**config.mk**
```make
export PLATFORM = sky130hd
export DESIGN_NAME = link_speed_stepdown
export DESIGN_NICKNAME = d
export VERILOG_FILES = /design/src/rtl/lsf_pkg.sv /design/src/rtl/lsf_reg_port.sv /design/src/rtl/lsf_link_timer.sv /design/src/rtl/lsf_sequencer.sv /design/src/rtl/link_speed_stepdown.sv
export SDC_FILE = /design/constraint.sdc
export NUM_CORES = 1
export LEC_CHECK = 0
export BUFFER_PORTS_ARGS = -buffer_cell sky130_fd_sc_hd__buf_4
export CORE_ASPECT_RATIO = 1.5
export CORE_MARGIN = 4
export CORE_UTILIZATION = 50
export CTS_CLUSTER_DIAMETER = 100
export DETAILED_ROUTE_END_ITERATION = 10
export PLACE_DENSITY = 0.73
export SYNTH_ARGS = -nofsm -noshare
export SYNTH_HDL_FRONTEND = slang
export SYNTH_SLANG_ARGS = --single-unit
```
**constraint.sdc**
```tcl
create_clock -name clk -period 1.8 [get_ports clk]
set_input_delay 0.09 -clock clk [delete_from_list [all_inputs] [get_ports clk]]
set_output_delay 0.09 -clock clk [all_outputs]
set_load 0.05 [all_outputs]
```
**src/rtl/lsf_pkg.sv**
```systemverilog
// Package: shared types for the link speed step-down sequencer.
// Assumes: status encoding is visible at the top port as a 2-bit code.
package lsf_pkg;

    // End-of-run result code.
    typedef enum logic [1:0] {
        LSF_OK           = 2'd0,
        LSF_INIT_FAIL    = 2'd1,
        LSF_RETRAIN_FAIL = 2'd2
    } lsf_status_e;

    // Sequencer steps, in run order.
    typedef enum logic [3:0] {
        S_IDLE,
        S_UNLOCK,
        S_RD_CAP,
        S_FORCE,
        S_TRAIN,
        S_WAIT1,
        S_REREAD,
        S_RESTORE,
        S_RD_CTL,
        S_SET_CHG,
        S_WAIT2,
        S_LOCK,
        S_DONE
    } lsf_state_e;

endpackage

```
**src/rtl/lsf_reg_port.sv**
```systemverilog
// Module: lsf_reg_port
// Single-outstanding register access master. It accepts one command while
// idle, holds req/we/addr/wdata until ack is sampled high, then gives a
// one-cycle completion pulse with the captured read data.
// Assumes: ack is only meaningful while req is high.
module lsf_reg_port #(
    parameter int ADDR_W = 12,
    parameter int DATA_W = 32
) (
    input  logic              clk,
    input  logic              rst_n,
    input  logic              cmd_valid,
    input  logic              cmd_we,
    input  logic [ADDR_W-1:0] cmd_addr,
    input  logic [DATA_W-1:0] cmd_wdata,
    output logic              cmd_ready,
    output logic              cmd_done,
    output logic [DATA_W-1:0] cmd_rdata,
    output logic              reg_req,
    output logic              reg_we,
    output logic [ADDR_W-1:0] reg_addr,
    output logic [DATA_W-1:0] reg_wdata,
    input  logic              reg_ack,
    input  logic [DATA_W-1:0] reg_rdata
);

    logic done_q;

    assign cmd_ready = !reg_req && !done_q;
    assign cmd_done  = done_q;

    // Issue, hold and retire one access.
    always_ff @(posedge clk) begin
        if (!rst_n) begin
            reg_req   <= 1'b0;
            reg_we    <= 1'b0;
            reg_addr  <= '0;
            reg_wdata <= '0;
            done_q    <= 1'b0;
            cmd_rdata <= '0;
        end else begin
            done_q <= 1'b0;
            if (reg_req) begin
                if (reg_ack) begin
                    reg_req   <= 1'b0;
                    done_q    <= 1'b1;
                    cmd_rdata <= reg_rdata;
                end
            end else if (cmd_valid && cmd_ready) begin
                reg_req   <= 1'b1;
                reg_we    <= cmd_we;
                reg_addr  <= cmd_addr;
                reg_wdata <= cmd_wdata;
            end
        end
    end

    // request held until acknowledged.
    assert_req_hold_R9: assert property (@(posedge clk) disable iff (!rst_n)
        (reg_req && !reg_ack) |=> reg_req);

    // address, direction and data stable while pending.
    assert_addr_stable_R9: assert property (@(posedge clk) disable iff (!rst_n)
        (reg_req && !reg_ack) |=> ($stable(reg_addr) && $stable(reg_we) && $stable(reg_wdata)));

    // no completion pulse twice in a row.
    assert_single_done_R9: assert property (@(posedge clk) disable iff (!rst_n)
        done_q |=> !done_q);

endmodule

```
**src/rtl/lsf_link_timer.sv**
```systemverilog
// Module: lsf_link_timer
// Counts cycles spent waiting for link-up. It clears whenever run is low
// and flags expiry on the LIMIT-th cycle of a continuous run.
// Assumes: LIMIT >= 2.
module lsf_link_timer #(
    parameter int LIMIT = 100000
) (
    input  logic clk,
    input  logic rst_n,
    input  logic run,
    output logic expired
);

    localparam int CW = (LIMIT > 2) ? $clog2(LIMIT) : 1;
    localparam logic [CW-1:0] LAST = CW'(LIMIT - 1);

    logic [CW-1:0] cnt_q;

    assign expired = run && (cnt_q == LAST);

    // Cycle counter for one wait window.
    always_ff @(posedge clk) begin
        if (!rst_n || !run) begin
            cnt_q <= '0;
        end else if (cnt_q != LAST) begin
            cnt_q <= cnt_q + 1'b1;
        end
    end

    // counter never passes the timeout limit.
    assert_timer_bound_R4: assert property (@(posedge clk) disable iff (!rst_n)
        cnt_q <= LAST);

endmodule

```
**src/rtl/lsf_sequencer.sv**
```systemverilog
// Module: lsf_sequencer
// Step sequencer for the two-phase speed bring-up. It drives one register
// command per access step, merges the speed field into read data, runs the
// link-up waits and records the end status.
// Assumes: the register port completes each command with a one-cycle pulse.
module lsf_sequencer
    import lsf_pkg::*;
#(
    parameter int ADDR_W = 12,
    parameter int DATA_W = 32,
    parameter int SPD_LSB = 0,
    parameter int SPD_W = 4,
    parameter int BASE_SPD = 1,
    parameter int CHG_BIT = 17,
    parameter logic [ADDR_W-1:0] CAP_ADDR = 12'h07C,
    parameter logic [ADDR_W-1:0] CTL_ADDR = 12'h80C,
    parameter logic [ADDR_W-1:0] TRAIN_ADDR = 12'h010,
    parameter logic [ADDR_W-1:0] UNLOCK_ADDR = 12'h8BC
) (
    input  logic              clk,
    input  logic              rst_n,
    input  logic              start,
    input  logic              link_up,
    input  logic              tmr_expired,
    output logic              tmr_run,
    output logic              cmd_valid,
    output logic              cmd_we,
    output logic [ADDR_W-1:0] cmd_addr,
    output logic [DATA_W-1:0] cmd_wdata,
    input  logic              cmd_ready,
    input  logic              cmd_done,
    input  logic [DATA_W-1:0] cmd_rdata,
    output logic              busy,
    output logic              done,
    output lsf_status_e       status
);

    localparam logic [DATA_W-1:0] FLD_MASK = DATA_W'(((64'd1 << SPD_W) - 64'd1) << SPD_LSB);
    localparam logic [DATA_W-1:0] BASE_VAL = DATA_W'(64'(BASE_SPD) << SPD_LSB);
    localparam logic [DATA_W-1:0] CHG_VAL  = DATA_W'(64'd1 << CHG_BIT);

    lsf_state_e        state_q;
    logic              issued_q;
    logic [DATA_W-1:0] cap_q;
    logic [DATA_W-1:0] ctl_q;
    logic [SPD_W-1:0]  saved_q;
    logic              unlocked_q;
    logic              is_access;
    logic [SPD_W-1:0]  reread_fld;

    assign busy       = (state_q != S_IDLE);
    assign done       = (state_q == S_DONE);
    assign tmr_run    = (state_q == S_WAIT1) || (state_q == S_WAIT2);
    assign reread_fld = cmd_rdata[SPD_LSB +: SPD_W];

    // Which steps issue a register command.
    always_comb begin
        case (state_q)
            S_UNLOCK, S_RD_CAP, S_FORCE, S_TRAIN, S_REREAD,
            S_RESTORE, S_RD_CTL, S_SET_CHG, S_LOCK: is_access = 1'b1;
            default:                                is_access = 1'b0;
        endcase
    end

    assign cmd_valid = is_access && !issued_q && cmd_ready;

    // Command contents for the current step.
    always_comb begin
        cmd_we    = 1'b1;
        cmd_addr  = '0;
        cmd_wdata = '0;
        case (state_q)
            S_UNLOCK:  begin cmd_addr = UNLOCK_ADDR; cmd_wdata = DATA_W'(1); end
            S_RD_CAP:  begin cmd_we = 1'b0; cmd_addr = CAP_ADDR; end
            S_FORCE:   begin cmd_addr = CAP_ADDR; cmd_wdata = (cap_q & ~FLD_MASK) | BASE_VAL; end
            S_TRAIN:   begin cmd_addr = TRAIN_ADDR; cmd_wdata = DATA_W'(1); end
            S_REREAD:  begin cmd_we = 1'b0; cmd_addr = CAP_ADDR; end
            S_RESTORE: begin
                cmd_addr  = CAP_ADDR;
                cmd_wdata = (cap_q & ~FLD_MASK) | (DATA_W'(saved_q) << SPD_LSB);
            end
            S_RD_CTL:  begin cmd_we = 1'b0; cmd_addr = CTL_ADDR; end
            S_SET_CHG: begin cmd_addr = CTL_ADDR; cmd_wdata = ctl_q | CHG_VAL; end
            S_LOCK:    begin cmd_addr = UNLOCK_ADDR; cmd_wdata = '0; end
            default:   cmd_we = 1'b0;
        endcase
    end

    // Step progression, captured data and end status.
    always_ff @(posedge clk) begin
        if (!rst_n) begin
            state_q    <= S_IDLE;
            issued_q   <= 1'b0;
            cap_q      <= '0;
            ctl_q      <= '0;
            saved_q    <= '0;
            unlocked_q <= 1'b0;
            status     <= LSF_OK;
        end else begin
            if (cmd_valid) issued_q <= 1'b1;
            if (cmd_done)  issued_q <= 1'b0;
            case (state_q)
                S_IDLE: if (start) begin
                    status  <= LSF_OK;
                    state_q <= S_UNLOCK;
                end
                S_UNLOCK: if (cmd_done) begin
                    unlocked_q <= 1'b1;
                    state_q    <= S_RD_CAP;
                end
                S_RD_CAP: if (cmd_done) begin
                    cap_q   <= cmd_rdata;
                    saved_q <= reread_fld;
                    state_q <= S_FORCE;
                end
                S_FORCE: if (cmd_done) state_q <= S_TRAIN;
                S_TRAIN: if (cmd_done) state_q <= S_WAIT1;
                S_WAIT1: begin
                    if (link_up) begin
                        state_q <= S_REREAD;
                    end else if (tmr_expired) begin
                        status  <= LSF_INIT_FAIL;
                        state_q <= S_LOCK;
                    end
                end
                S_REREAD: if (cmd_done) begin
                    cap_q <= cmd_rdata;
                    if (reread_fld != saved_q) state_q <= S_RESTORE;
                    else                       state_q <= S_LOCK;
                end
                S_RESTORE: if (cmd_done) state_q <= S_RD_CTL;
                S_RD_CTL: if (cmd_done) begin
                    ctl_q   <= cmd_rdata;
                    state_q <= S_SET_CHG;
                end
                S_SET_CHG: if (cmd_done) state_q <= S_WAIT2;
                S_WAIT2: begin
                    if (link_up) begin
                        state_q <= S_LOCK;
                    end else if (tmr_expired) begin
                        status  <= LSF_RETRAIN_FAIL;
                        state_q <= S_LOCK;
                    end
                end
                S_LOCK: if (cmd_done) begin
                    unlocked_q <= 1'b0;
                    state_q    <= S_DONE;
                end
                S_DONE:  state_q <= S_IDLE;
                default: state_q <= S_IDLE;
            endcase
        end
    end

    // end-of-run pulse lasts one cycle.
    assert_done_pulse_R8: assert property (@(posedge clk) disable iff (!rst_n)
        done |=> !done);

    // read-only write access is closed before done.
    assert_relocked_at_done_R8: assert property (@(posedge clk) disable iff (!rst_n)
        done |-> !unlocked_q);

    // the forced write only happens with write access open.
    assert_unlocked_for_force_R2: assert property (@(posedge clk) disable iff (!rst_n)
        (state_q == S_FORCE) |-> unlocked_q);

    // leaving the first wait without link-up records initial failure.
    assert_init_fail_code_R4: assert property (@(posedge clk) disable iff (!rst_n)
        ($past(state_q) == S_WAIT1 && state_q == S_LOCK) |-> (status == LSF_INIT_FAIL));

    // restore step only when the reread field differs from the saved one.
    assert_restore_on_change_R6: assert property (@(posedge clk) disable iff (!rst_n)
        (state_q == S_RESTORE) |-> (cap_q[SPD_LSB +: SPD_W] != saved_q));

endmodule

```
**src/rtl/link_speed_stepdown.sv**
```systemverilog
// Module: link_speed_stepdown
// Top of the two-phase link speed bring-up: forces the lowest speed code,
// enables training, waits for link-up, then restores the saved speed and
// requests a retrain when the field changed. Result reported with done.
// Assumes: link_up is synchronous to clk; all registers sit behind one port.
module link_speed_stepdown
    import lsf_pkg::*;
#(
    parameter int ADDR_W = 12,
    parameter int DATA_W = 32,
    parameter int SPD_LSB = 0,
    parameter int SPD_W = 4,
    parameter int BASE_SPD = 1,
    parameter int CHG_BIT = 17,
    parameter int LINK_TIMEOUT = 100000,
    parameter logic [ADDR_W-1:0] CAP_ADDR = 12'h07C,
    parameter logic [ADDR_W-1:0] CTL_ADDR = 12'h80C,
    parameter logic [ADDR_W-1:0] TRAIN_ADDR = 12'h010,
    parameter logic [ADDR_W-1:0] UNLOCK_ADDR = 12'h8BC
) (
    input  logic              clk,
    input  logic              rst_n,
    input  logic              start,
    input  logic              link_up,
    output logic              busy,
    output logic              done,
    output logic [1:0]        status,
    output logic              reg_req,
    output logic              reg_we,
    output logic [ADDR_W-1:0] reg_addr,
    output logic [DATA_W-1:0] reg_wdata,
    input  logic              reg_ack,
    input  logic [DATA_W-1:0] reg_rdata
);

    logic              cmd_valid;
    logic              cmd_we;
    logic [ADDR_W-1:0] cmd_addr;
    logic [DATA_W-1:0] cmd_wdata;
    logic              cmd_ready;
    logic              cmd_done;
    logic [DATA_W-1:0] cmd_rdata;
    logic              tmr_run;
    logic              tmr_expired;
    lsf_status_e       status_e;

    assign status = status_e;

    lsf_sequencer #(
        .ADDR_W(ADDR_W), .DATA_W(DATA_W), .SPD_LSB(SPD_LSB), .SPD_W(SPD_W),
        .BASE_SPD(BASE_SPD), .CHG_BIT(CHG_BIT), .CAP_ADDR(CAP_ADDR),
        .CTL_ADDR(CTL_ADDR), .TRAIN_ADDR(TRAIN_ADDR), .UNLOCK_ADDR(UNLOCK_ADDR)
    ) u_seq (
        .clk(clk), .rst_n(rst_n), .start(start), .link_up(link_up),
        .tmr_expired(tmr_expired), .tmr_run(tmr_run),
        .cmd_valid(cmd_valid), .cmd_we(cmd_we), .cmd_addr(cmd_addr),
        .cmd_wdata(cmd_wdata), .cmd_ready(cmd_ready), .cmd_done(cmd_done),
        .cmd_rdata(cmd_rdata), .busy(busy), .done(done), .status(status_e)
    );

    lsf_reg_port #(.ADDR_W(ADDR_W), .DATA_W(DATA_W)) u_port (
        .clk(clk), .rst_n(rst_n), .cmd_valid(cmd_valid), .cmd_we(cmd_we),
        .cmd_addr(cmd_addr), .cmd_wdata(cmd_wdata), .cmd_ready(cmd_ready),
        .cmd_done(cmd_done), .cmd_rdata(cmd_rdata), .reg_req(reg_req),
        .reg_we(reg_we), .reg_addr(reg_addr), .reg_wdata(reg_wdata),
        .reg_ack(reg_ack), .reg_rdata(reg_rdata)
    );

    lsf_link_timer #(.LIMIT(LINK_TIMEOUT)) u_tmr (
        .clk(clk), .rst_n(rst_n), .run(tmr_run), .expired(tmr_expired)
    );

endmodule

```
Word level (Yosys, flattened, before mapping) --
Memory sizes are Yosys's and may differ from the RTL's. A register that Yosys moved wholly into a read port is not among the register bits. Cells that the tools add are included.
Storage, ports and cells: register bits after elaboration 171, memory bits (read-only) 16, output and inout bits 50, word-level logic and storage cells 107, memories kept 1
Cells by class: $add $sub $neg 1, equal/unequal tests 29, multiplexer cells 30, bitwise logic cells 3, reductions and logical operators 30
Memories:
- (name not given) | depth 16, width 1, read ports 1, clocked after memory_dff 1, wr ports 0, RTL line lsf_sequencer.sv:58 | case (state_q)
Operators by type and width (count):
- one-hot mux 32 bit (4 select lines) | 1
- 2-to-1 mux 4 bit | 16
- one-hot mux 12 bit (4 select lines) | 1
- one-hot mux 4 bit (12 select lines) | 1
- OR 32 x 4 -> 32 bit | 1
- == test 4 bit, second input constant | 5
- inequality test 2 x 1 -> 1 bit, second input constant | 9
- adder 17 x 1 -> 17 bit, second input constant | 1
- == test 17 bit, second input constant | 1
- inequality test 17 bit, second input constant | 1
- == test 4 x 3 -> 1 bit, second input constant | 4
- AND reduction 2 bit | 6
- 2-to-1 mux 2 bit | 5
- inequality test 2 bit, second input constant | 5
- AND reduction 10 bit | 1
- OR reduction 2 bit | 5
- == test 4 x 2 -> 1 bit, second input constant | 2
- one-hot mux 2 bit (3 select lines) | 1
- AND reduction 6 bit | 1
- OR reduction 6 bit | 1
- logical AND 1 bit | 5
- zero test 1 bit | 5
- 2-to-1 mux 1 bit | 5
- == test 4 x 1 -> 1 bit, second input constant | 1
- 7 further kinds | 9

Longest topological paths before layout --
depth in word-level cells 8, depth in mapped cells 8, mapped depth without buffers 7

Cells and area by module --
Synthesis repeated with hierarchy kept, for this count alone.
Unflattened totals: cell total of the unflattened synthesis 885, area, all modules 7453.4 sq um
By module, submodules not included:
- lsf_reg_port | times used 1, cells each 348, area an instance 3330.7 sq um, sequential area each 1581.5 sq um
- lsf_sequencer | times used 1, cells each 432, area an instance 3260.6 sq um, sequential area each 1421.4 sq um
- lsf_link_timer | times used 1, cells each 105, area an instance 862.1 sq um, sequential area each 340.3 sq um

Worst setup path after synthesis --
No wires, ideal clock.
path kind flip-flop to flip-flop, start point reg u_port.reg_req, end point reg u_port.reg_wdata[26], data arrival time 1.695 ns, data required time 1.685 ns, setup slack -0.010 ns, stages on the path, launching flop included 7, clock period less this slack 1.810 ns, cell sequence dfxtp_1 > or4b_1 > buf_2 > buf_2 > nand2_1 > o21ai_0 > and2_1
On the way: cells in the longest elaborated chain, start to end 5
Ends and longest elaborated chain:
- from (decl) | RTL line lsf_reg_port.sv:19 | output logic reg_req,
- from (signal assigned) | RTL line lsf_reg_port.sv:35 | reg_req <= 1'b0;
- from (signal assigned) | RTL line lsf_reg_port.sv:45 | reg_req <= 1'b0;
- from (signal assigned) | RTL line lsf_reg_port.sv:50 | reg_req <= 1'b1;
- zero test 1 bit | RTL line lsf_reg_port.sv:29 | assign cmd_ready = !reg_req && !done_q;
- logical AND 1 bit | RTL line lsf_reg_port.sv:29
- logical AND 1 bit | RTL line lsf_sequencer.sv:65 | assign cmd_valid = is_access && !issued_q && cmd_ready;
- logical AND 1 bit | RTL line lsf_reg_port.sv:49 | end else if (cmd_valid && cmd_ready) begin
- AND reduction 2 bit (no line) *
- to (signal assigned) | RTL line lsf_reg_port.sv:53 | reg_wdata <= cmd_wdata;
- to (decl) | RTL line lsf_reg_port.sv:22 | output logic [DATA_W-1:0] reg_wdata,
Mark *: on every way between the ends. The rest lies on a longest branch, timed or not. A chain may end at the register's enable or synchronous reset.

Worst setup path in the final report --
start point reg u_tmr.cnt_q[0], end point reg u_seq.is_access (netlist name)
On the way: cells in the longest elaborated chain, start to end 7
Ends and longest elaborated chain:
- from (decl) | RTL line lsf_link_timer.sv:17 | logic [CW-1:0] cnt_q;
- from (signal assigned) | RTL line lsf_link_timer.sv:26 | cnt_q <= cnt_q + 1'b1;
- == test 17 bit * | RTL line lsf_link_timer.sv:19 | assign expired = run && (cnt_q == LAST);
- logical AND 1 bit * | RTL line lsf_link_timer.sv:19
- 2-to-1 mux 4 bit *
- 2-to-1 mux 4 bit (on tied branches)
- one-hot mux 4 bit (12 select lines) *
- 2-to-1 mux 4 bit (no line) * (2 in a row)
Marks and branches as above.

==> results.txt <==
The terminus of the critical flop-to-flop path is u_seq.is_access$_DFF_P_. The number of synthesized flops with an enable pin is 0. The worst-case IR drop observed on VDD is 0.0006137 V. Of all cell types, the one taking the most synthesized area is dfxtp_1. The number of sinks on the clock net is 161.

The half-perimeter wire length after detailed placement came out at 11.58 mm. The final hold violation count came out at 0. nand2_1 is the most common cell in the netlist. Static timing analysis puts the maximum clock frequency at 0.5755 GHz.

The commonest cells after synthesis are nand2_1 (236), dfxtp_1 (161), a21oi_1 (62), a21boi_0 (55), o21ai_0 (52). The netlist area before placement came out at 6842 um^2. The number of antenna repair diodes is 0. For this run, the number of Yosys warnings is 0. Summed over all cells, the static leakage comes to 3.298 nW. For the worst flop-to-flop path, the logic depth is 7. The kind of end point of the critical path is a flop.

The final weighted congestion in routability-driven placement is 0.8902. The total area inside the core boundary comes to 13470 um^2. The post-detailed-placement cell area came out at 7948 um^2.

The floorplan die area is 15660 um^2. TritonCTS built the clock tree. The layout has 1133 filler cells. The global router's overall resource usage came out at 0.2292. In this run the number of H-tree levels came out at 4. The startpoint identified for the worst register-to-register timing path is u_tmr.cnt_q[0]$_SDFFE_PP0P_. The final cell area excluding filler cells is 8911 um^2. Dividing the detail-routed wire length by the instance count gives 15.36 um. The period utilization came out at 0.9653.

The power per cell area came out at 975.0 nW/um^2. The first detailed-routing pass ran for 5 iterations. The starting density of the core is 0.5080. The critical path start-end classification is reg -> reg. Data on the critical path arrives at its endpoint at 2050 ps. The tool flagged a number of max-cap violations equal to 0. The total setup violations reported at the end of the flow came out at 0. After synthesis, the cell types taking the most area are dfxtp_1 (47%), nand2_1 (13%), a21boi_0 (6.0%), a21oi_1 (4.5%), o21ai_0 (3.8%). The peak fanout along the critical path came out at 3. The flop and latch count out of synthesis came out at 161. The flow ran to the end, and the final reports show no timing, DRC or antenna violations. The via count of the first global-routing pass was 6078. The post-route worst setup slack is 62.45 ps. For the worst-skew pair, the clock arrives at the later sink with an insertion delay of 420 ps. The final worst hold slack came out at 26.41 ps. The global-route congestion overflow total is 0. The CTS buffer count came out at 17. The average cell area after synthesis came out at 8.116 um^2. The wire length of the first global-routing pass is 29.33 mm. The ratio of cells with drive above 1 in the final layout is 0.2141.

The growth of design area from synthesis to finish is 30.25%. The gate count after technology mapping came out at 843. In this run the count of I/O pins placed on the die edge is 87. The startpoint identified for the worst hold timing path is reg_rdata[1].

The number of pins exceeding their max-slew limit in the final report came to 0. The number of buffers inserted by port buffering came out at 81. In this run the worst hold path is classified as in -> reg. Power comes to 8.688 mW.

The largest net degree at the start of global routing is 42. At the worst endpoint, the required time is 2110 ps. The setup clock skew after layout came out at 12.06 ps. The placement row count came out at 52. The height of the chip came out at 151.3 um. The number of unique standard cell types used by synthesis came out at 57.

The sequential fraction of the synthesis area is 0.4711. The worst hold path terminates at u_port.cmd_rdata[1]$_SDFFE_PN0P_. The remaining antenna violation count after routing came out at 0. The detailed-route vias per instance is 5.339. The top flip-flop cell by instance count after synthesis is dfxtp_1. The worst setup path is launched from a flop. The internal reg-to-reg setup slack is 60 ps. The clock transition time at the flip-flop clock pins of the worst setup and hold paths is 60 ps. The number of antenna violations at the first check in global routing was 0. From left edge to right edge, the die measures 103.5 um. The setup slack after placement came out at -134.3 ps. The top-area cell type share of the netlist area came out at 0.4711. The async set-reset flop share out of synthesis came out at 0.

Setup repair after global routing could not meet its margin everywhere. The count of cells along the worst hold path came out at 3. The final net count came out at 1015. The clock tree root buffer cell is clkbuf_16.

The number of buffers inserted to repair setup after CTS came out at 0. The total vias in the final route came out at 6151. The maximum number of buffers from clock root to sink came out at 2. The first routing iteration left 361 violations.

The post-layout minimum cycle time came out at 1738 ps. The routed design has 17.70 mm of wire. For this run, design rule violations remaining after detail routing come to 0.
## kinds of logic after synthesis
group	after synthesis	synth area share
compound gates	219	0.2041
xor+xnor	14	0.01792
fa+ha+maj	1	0.001829
buf+inv	70	0.04645
flops	161	0.4711
mux	3	0.004389
other cells	1	0.0005481
simple gates	374	0.2537
## flip-flops by register name, indices dropped and copies added (netlist names)
signal and flops:
u_port.cmd_rdata 32, u_port.cmd_done 1, u_seq.ctl_q 31, u_seq.issued_q 1, u_port.reg_addr 6, u_seq.cap_q 28
u_port.reg_we 1, u_seq.status 2, u_seq.state_q 4, u_seq.is_access 1, u_tmr.cnt_q 17, u_seq.saved_q 4
u_port.reg_req 1, u_port.reg_wdata 32
## timing repair
action,CTS,global route
pin swaps,0,2
gates resized for setup,5,17
hold buffers,32,0
hold endpoints to repair,33,0
endpoints found under the setup margin,5,73
## metal layers
layer / vias to the layer above / GRT usage / share of wire
li1: 3111 / - / -
met1: 2866 / 0.2574 / 0.41
met2: 141 / 0.4292 / 0.52
met3: 33 / 0.03454 / 0.032
met4: 0 / 0.1038 / 0.030
met5: - / 0 / 0
## power breakdown
part	total (mW)	internal (mW)	switching, mW
combinational	1.38	0.550	0.834
sequential	3.78	3.68	0.0991
clock	3.53	2.01	1.52
total	8.69	6.24	2.45
## worst max path at each step
stage,depth (start not counted),endpoint,from,slack [ps]
5_1_grt,7,u_seq.is_access$_DFF_P_,u_tmr.cnt_q[1]$_SDFFE_PP0P_,-20
2_1_floorplan,7,u_seq.is_access$_DFF_P_,u_tmr.cnt_q[0]$_SDFFE_PP0P_,40
6_report,7,u_seq.is_access$_DFF_P_,u_tmr.cnt_q[0]$_SDFFE_PP0P_,60
3_3_place_gp,6,u_seq.is_access$_DFF_P_,u_tmr.cnt_q[6]$_SDFFE_PP0P_,-150
4_1_cts,5,done,u_seq.state_q[1]$_SDFFE_PN0P_,1
3_5_place_dp,6,u_seq.is_access$_DFF_P_,u_tmr.cnt_q[6]$_SDFFE_PP0P_,-130
## critical path: stages (launching register included)
cell     delay, ps
dfxtp_2        320
ha_2           190
and4_4         190
nand4_4        100
o31ai_1         70
or3_4          400
and2_0         160
a32o_1         200
## placed cells by master, fill, tap and decap left out, types with 3 or more instances in the layout
cell           Yosys  layout
nand2b_1           6       6
o21ai_0           52      51
inv_6              0       4
o21bai_1           3       3
mux2i_1            3       3
and3_1             5       5
dfxtp_2            0      11
buf_12             0       8
nand3_1            9       9
inv_1              4       4
a21oi_1           62      61
xor2_1             6       6
xnor2_1            8       8
clkinv_2           0       4
nand2_1          236     236
nor3_1             6       6
conb_1             1       5
nor2_1            36      33
buf_4              7     134
a21boi_0          55      54
a32oi_1            4       4
dlygate4sd3_1      0      32
a22oi_1           27      27
nor3b_1            4       4
dfxtp_1          161     150
or3_1              4       4
nand4_1            6       6
clkbuf_16          0      17
nor2b_1            9       9
and2_1            36      35
## stage by stage
step,std cells,TNS [ps],utilization
2_1_floorplan,847,0,-
4_1_cts,1152,0,0.6586
3_3_place_gp,1088,-214.2,0.5901
5_1_grt,1152,-16.08,0.6617
3_5_place_dp,1088,-158.8,0.5901
6_report,1152,0,0.6617
## layout make-up
| class | instances | area, um^2 | area share |
|---|---|---|---|
| Timing Repair Buffer | 175 | 1498 | 0.1681 |
| Clock buffer | 19 | 452.9 | 0.05083 |
| Sequential cell | 161 | 3237 | 0.3632 |
| Tap cell | 162 | 202.7 | 0.02275 |
| Clock inverter | 13 | 125.1 | 0.01404 |
| Inverter | 6 | 22.52 | 0.002527 |
| Multi-Input combinational cell | 616 | 3373 | 0.3785 |
Power figures use the tool's default switching activity.
